File: src/rtl/hilo_div_pkg.sv
package hilo_div_pkg;

  // Strobes passed from the reload control to the counter datapath.
  typedef struct packed {
    logic load;   // take the shadow settings over at this edge
  } divStrobe_t;

endpackage

File: src/rtl/hilo_div_ctrl.sv
module hilo_div_ctrl
  import hilo_div_pkg::*;
#(
  parameter int CNT_W = 3
) (
  input  logic             clk,
  input  logic             rst,
  input  logic [CNT_W-1:0] cfgHigh,
  input  logic [CNT_W-1:0] cfgLow,
  input  logic             cfgOdd,
  input  logic             cfgApply,
  input  logic             endLow,
  output logic [CNT_W-1:0] pendHigh,
  output logic [CNT_W-1:0] pendLow,
  output logic             pendOdd,
  output logic             busy,
  output divStrobe_t       strobes
);

  localparam logic [CNT_W-1:0] ONE = CNT_W'(1);

  logic [CNT_W-1:0] effHigh;
  logic [CNT_W-1:0] effLow;
  logic             effOdd;
  logic             capture;

  // Clamp once at capture so the counter path sees only legal values.
  always_comb begin
    effHigh = (cfgHigh == '0) ? ONE : cfgHigh;
    effLow  = (cfgLow  == '0) ? ONE : cfgLow;
    effOdd  = cfgOdd && (effHigh != ONE);
  end

  assign capture      = cfgApply && !busy;
  assign strobes.load = busy && endLow;

  always_ff @(posedge clk) begin
    if (rst) begin
      busy     <= 1'b0;
      pendHigh <= ONE;
      pendLow  <= ONE;
      pendOdd  <= 1'b0;
    end else if (capture) begin
      busy     <= 1'b1;
      pendHigh <= effHigh;
      pendLow  <= effLow;
      pendOdd  <= effOdd;
    end else if (strobes.load) begin
      busy     <= 1'b0;
    end
  end

  AST_APPLY_SETS_BUSY: assert property (@(posedge clk) disable iff (rst)
    (cfgApply && !busy) |=> busy);
  AST_BUSY_UNTIL_LOAD: assert property (@(posedge clk) disable iff (rst)
    (busy && !strobes.load) |=> busy);
  AST_SHADOW_FROZEN: assert property (@(posedge clk) disable iff (rst)
    busy |=> ($stable(pendHigh) && $stable(pendLow) && $stable(pendOdd)));
  AST_SHADOW_NONZERO: assert property (@(posedge clk) disable iff (rst)
    busy |-> (pendHigh != '0 && pendLow != '0));

endmodule

File: src/rtl/hilo_div_dp.sv
module hilo_div_dp
  import hilo_div_pkg::*;
#(
  parameter int CNT_W = 3
) (
  input  logic             clk,
  input  logic             rst,
  input  divStrobe_t       strobes,
  input  logic [CNT_W-1:0] pendHigh,
  input  logic [CNT_W-1:0] pendLow,
  input  logic             pendOdd,
  output logic             endLow,
  output logic             divClk
);

  localparam logic [CNT_W-1:0] ONE = CNT_W'(1);

  logic             phaseHigh;
  logic [CNT_W-1:0] cnt;
  logic [CNT_W-1:0] actHigh;
  logic [CNT_W-1:0] actLow;
  logic             actOdd;
  logic             lastOddHigh;
  logic             cutReg;

  assign endLow      = !phaseHigh && (cnt == '0);
  assign lastOddHigh = phaseHigh && (cnt == '0) && actOdd;

  // Rising-edge phase counter; cnt holds the cycles left in this phase minus one.
  always_ff @(posedge clk) begin
    if (rst) begin
      phaseHigh <= 1'b0;
      cnt       <= '0;
      actHigh   <= ONE;
      actLow    <= ONE;
      actOdd    <= 1'b0;
    end else if (cnt != '0) begin
      cnt <= cnt - ONE;
    end else if (phaseHigh) begin
      phaseHigh <= 1'b0;
      cnt       <= actLow - ONE;
    end else begin
      phaseHigh <= 1'b1;
      if (strobes.load) begin
        actHigh <= pendHigh;
        actLow  <= pendLow;
        actOdd  <= pendOdd;
        cnt     <= pendHigh - ONE;
      end else begin
        cnt     <= actHigh - ONE;
      end
    end
  end

  // Falling-edge register that cuts the last high cycle in half.
  always_ff @(negedge clk) begin
    if (rst) cutReg <= 1'b0;
    else     cutReg <= lastOddHigh;
  end

  assign divClk = phaseHigh && !cutReg;

  AST_LOAD_ON_BOUNDARY: assert property (@(posedge clk) disable iff (rst)
    strobes.load |-> endLow);
  AST_LOAD_STARTS_HIGH: assert property (@(posedge clk) disable iff (rst)
    strobes.load |=> (phaseHigh && cnt == pendHigh - ONE));
  AST_HIGH_CNT_RANGE: assert property (@(posedge clk) disable iff (rst)
    phaseHigh |-> (cnt < actHigh));
  AST_LOW_CNT_RANGE: assert property (@(posedge clk) disable iff (rst)
    !phaseHigh |-> (cnt < actLow));
  AST_PHASE_AT_ZERO: assert property (@(posedge clk) disable iff (rst)
    !$stable(phaseHigh) |-> ($past(cnt) == '0));
  AST_ODD_NEEDS_WIDE: assert property (@(posedge clk) disable iff (rst)
    actOdd |-> (actHigh != ONE));

endmodule

File: src/rtl/hilo_clk_div.sv
module hilo_clk_div
  import hilo_div_pkg::*;
#(
  parameter int CNT_W = 3
) (
  input  logic             clk,
  input  logic             rst,
  input  logic [CNT_W-1:0] cfgHigh,
  input  logic [CNT_W-1:0] cfgLow,
  input  logic             cfgOdd,
  input  logic             cfgApply,
  output logic             divClk,
  output logic             busy
);

  divStrobe_t       strobes;
  logic             endLow;
  logic [CNT_W-1:0] pendHigh;
  logic [CNT_W-1:0] pendLow;
  logic             pendOdd;

  hilo_div_ctrl #(.CNT_W(CNT_W)) u_ctrl (
    .clk      (clk),
    .rst      (rst),
    .cfgHigh  (cfgHigh),
    .cfgLow   (cfgLow),
    .cfgOdd   (cfgOdd),
    .cfgApply (cfgApply),
    .endLow   (endLow),
    .pendHigh (pendHigh),
    .pendLow  (pendLow),
    .pendOdd  (pendOdd),
    .busy     (busy),
    .strobes  (strobes)
  );

  hilo_div_dp #(.CNT_W(CNT_W)) u_dp (
    .clk      (clk),
    .rst      (rst),
    .strobes  (strobes),
    .pendHigh (pendHigh),
    .pendLow  (pendLow),
    .pendOdd  (pendOdd),
    .endLow   (endLow),
    .divClk   (divClk)
  );

  AST_RESET_QUIET: assert property (@(posedge clk)
    rst |=> (!divClk && !busy));

endmodule

File: config.mk
export PLATFORM = sky130hd
export DESIGN_NAME = hilo_clk_div
export DESIGN_NICKNAME = d
export VERILOG_FILES = /design/src/rtl/hilo_div_pkg.sv /design/src/rtl/hilo_div_ctrl.sv /design/src/rtl/hilo_div_dp.sv /design/src/rtl/hilo_clk_div.sv
export SDC_FILE = /design/constraint.sdc
export NUM_CORES = 1
export LEC_CHECK = 0
export ABC_AREA = 1
export CAP_MARGIN = 20
export CORE_MARGIN = 4
export CORE_UTILIZATION = 45
export CTS_CLUSTER_DIAMETER = 150
export DETAILED_ROUTE_END_ITERATION = 8
export DONT_BUFFER_PORTS = 1
export PLACE_DENSITY = 0.69
export SLEW_MARGIN = 25
export SYNTH_ARGS = -nofsm -noshare
export SYNTH_HDL_FRONTEND = slang
export SYNTH_HIERARCHICAL = 1
export SYNTH_SLANG_ARGS = --single-unit
File: constraint.sdc
create_clock -name clk -period 2.3 [get_ports clk]
set_clock_uncertainty 0.05 [all_clocks]
set_input_delay 0.115 -clock clk [delete_from_list [all_inputs] [get_ports clk]]
set_output_delay 0.115 -clock clk [all_outputs]
set_load 0.01 [all_outputs]
==> flow_metrics.py <==
metrics = {
    "critical_path": {
        "critical_path_class": "reg -> out",
        "slowest_delay_ps": 290,
        "slowest_stage": "dfxtp_1",
        "required_ps": 2130,
        "path_cells": "nor2_1",
        "crit_buf_inv": 0,
        "worst_ep_arrival_time_ps": 1970,
        "path_delay_family": "flip-flops",
        "cp-start-kind": "flip-flop",
        "cp_max_fo": 1,
        "end_kind": "output pin",
    },
    "cts": {
        "root_buffer": "clkbuf_4",
        "clk_latency_ps": 310,
        "cts.path.max_buffers": 2,
        "htree_levels": 1,
        "cts_tree": "yes",
        "clkTransAtPathRegs_ps": 120,
        "clock_sinks": 20,
        "cts_buffers": 3,
    },
    "synth": {
        "syn_area_per_cell_um2": 7.228,
        "synth_nets": 132,
        "syn_inst": 121,
        "yosysSeqAreaShare_pct": 45.78,
        "synth_cell_types": 18,
        "synth_warnings": 6,
        "ys_ff_latch": 20,
        "syn_area_um2": 874.6,
    },
    "pwr": {
        "power.total_mw": 1.137,
        "p_int_mw": 0.7266,
        "pwr-share-comb_pct": 33.4,
        "ir_drop_v": 0.0005358,
        "leakage_nw": 0.5149,
        "p_seq_share_pct": 40.9,
        "clkPwrFrac_pct": 25.7,
        "swShare_pct": 36.10,
        "powerDensity_nw_per_um2": 1084,
        "p_switching_mw": 0.4104,
    },
    "timing": {
        "tightest_slew_ps": 244.9,
        "setup-violations-final": 0,
        "relSlewSlack_pct": 83.62,
        "hold_viol": 0,
        "fin_setup_tns_ps": 0,
        "drv_slew": 0,
        "rsz0062_at_grt": "false",
    },
    "finish": {
        "drive_gt1_share_pct": 11.94,
        "synthToLayoutAreaGrowth_pct": 19.89,
        "antenna_cells": 0,
        "nets": 146,
    },
    "place": {
        "place_hpwl_um": 1211,
        "io_buffers": 0,
        "place.gp.congestion": 0.7796,
    },
    "min_path": {
        "min_path_type": "in -> reg",
    },
    "routing": {
        "num_vias": 777,
        "drc_errors": 0,
        "first_iter_violations": 10,
        "first_pass_iters": 4,
        "via_per_inst": 4.887,
        "wire_per_inst_um": 10.89,
        "detail-route-antenna-nets": 0,
        "routed_wl_um": 1731,
    },
    "floorplan": {
        "die_area_um2": 2713,
        "die_h_um": 52.09,
        "core_area_um2": 1783,
        "start_util_pct": 49.05,
        "io_pins": 12,
        "die_w_um": 52.09,
        "fp-row-count": 15,
    },
    "global_routing": {
        "grt_max_degree": 13,
        "grt_pass1_vias": 769,
        "track_usage_pct": 15.32,
        "grt_pass1_wl_um": 3111,
        "antenna_found_initial": 0,
        "grt_overflow": 0,
    },
    "flow_run": {
        "drv_cap": 0,
    },
    "outcome": {
        "status": "finished clean",
    },
}
==> power by group through the flow <==
| stage | registers, mW | clock network, mW | logic [mW] |
|---|---|---|---|
| 4_1_cts | 0.466 | 0.301 | 0.379 |
| 6_report | 0.465 | 0.293 | 0.379 |
| 2_1_floorplan | 0.461 | 0.00544 | 0.310 |
| 3_5_place_dp | 0.473 | 0.00544 | 0.361 |
| 3_3_place_gp | 0.470 | 0.00544 | 0.354 |
| 5_1_grt | 0.473 | 0.319 | 0.433 |
==> placed cells by master (no fill, tap or decap), types with 3 or more instances in the layout <==
cell,instances
clkbuf_4,3
inv_2,6
o21ai_0,10
dfxtp_1,20
nand3_1,5
nor2_1,25
inv_1,11
dlygate4sd3_1,9
nand2_1,29
a21oi_1,5
==> synth_stat cells (all sizes together) <==
cell type	number	share of area (%)
nand2	31	14
ha	1	1.4
dfxtp	20	46
inv	17	7.3
and2	1	0.72
nor2	27	14
a31oi	1	0.72
nand3	6	4.9
a21oi	6	3.9
o21ai	10	5.7
nor3b	1	0.86
==> cell families after synthesis <==
logic type | count (synthesis) | synth area share, %
simple gates | 66 | 35.19
flops | 20 | 45.78
compound gates | 17 | 10.30
buf+inv | 17 | 7.296
fa+ha+maj | 1 | 1.430
==> state kept, by name, indices dropped and copies added (netlist names) <==
signal,cells
u_dp/actOdd,1
u_dp/phaseHigh,1
u_ctrl/pendHigh,3
u_ctrl/busy,1
u_dp/cutReg,1
u_ctrl/pendOdd,1
u_ctrl/pendLow,3
u_dp/actHigh,3
u_dp/actLow,3
u_dp/cnt,3
==> routing by layer <==
| layer | vias to the layer above | wire length, um | GRT usage, % |
|---|---|---|---|
| li1 | 400 | - | - |
| met1 | 358 | 803 | 18.87 |
| met2 | 19 | 816 | 25.94 |
| met3 | 0 | 112 | 6.017 |
| met4 | 0 | 0 | 1.310 |
| met5 | - | 0 | 0 |
==> stage by stage <==
| stage | setup slack, ps | utilization, % | hold slack [ps] | instances | area (um^2) |
|---|---|---|---|---|---|
| global route | 96.64 | 58.81 | 101.9 | 159 | 1049 |
| finish | 165.1 | 58.81 | 71.72 | 159 | 1049 |
| CTS | 150.4 | 58.81 | 4.783 | 159 | 1049 |
| detailed placement | 190.8 | 50.81 | 139.0 | 146 | 905.9 |
| global placement | 236.3 | 50.81 | 136.3 | 146 | 905.9 |
| floorplan | 268.8 | - | 134.1 | 121 | 874.6 |
==> timing repair <==
item / 4_1_cts / 5_1_grt
hold endpoints to repair: 17 / 0
setup buffers: 0 / 0
hold buffers: 9 / 0
gates resized for setup: 0 / 0
==> final cells by class <==
type                       instances  area (um^2)
fill                             162        734.5
multi-input combinational         84        410.4
sequential                        20        400.4
timing repair buffer               9        90.09
inverter                          16        60.06
clock inverter                     2        33.78
tap                               25        31.28
clock buffer                       3        22.52
==> worst reg2reg max path: stages, from the launching register on <==
cell     delay [ps]
dfxtp_1         350
nor2_4          150
nand2_1         100
nor2_1          140
nand2_1          70
nor2_1           70
==> path summary, 6_finish.rpt <==
path | from | end | slack [ps] | cells past startpoint
worst min-delay path | cfgHigh[1] | u_ctrl/pendOdd | 70 | 4
worst min register to register | u_dp/actLow[0] | u_dp/actLow[0] | 420 | 2
worst max register to register | u_dp/cnt[1] | u_dp/cutReg | 210 | 5
worst max-delay path | u_dp/cutReg | divClk | 170 | 1
(Power assumes the default switching activity.)
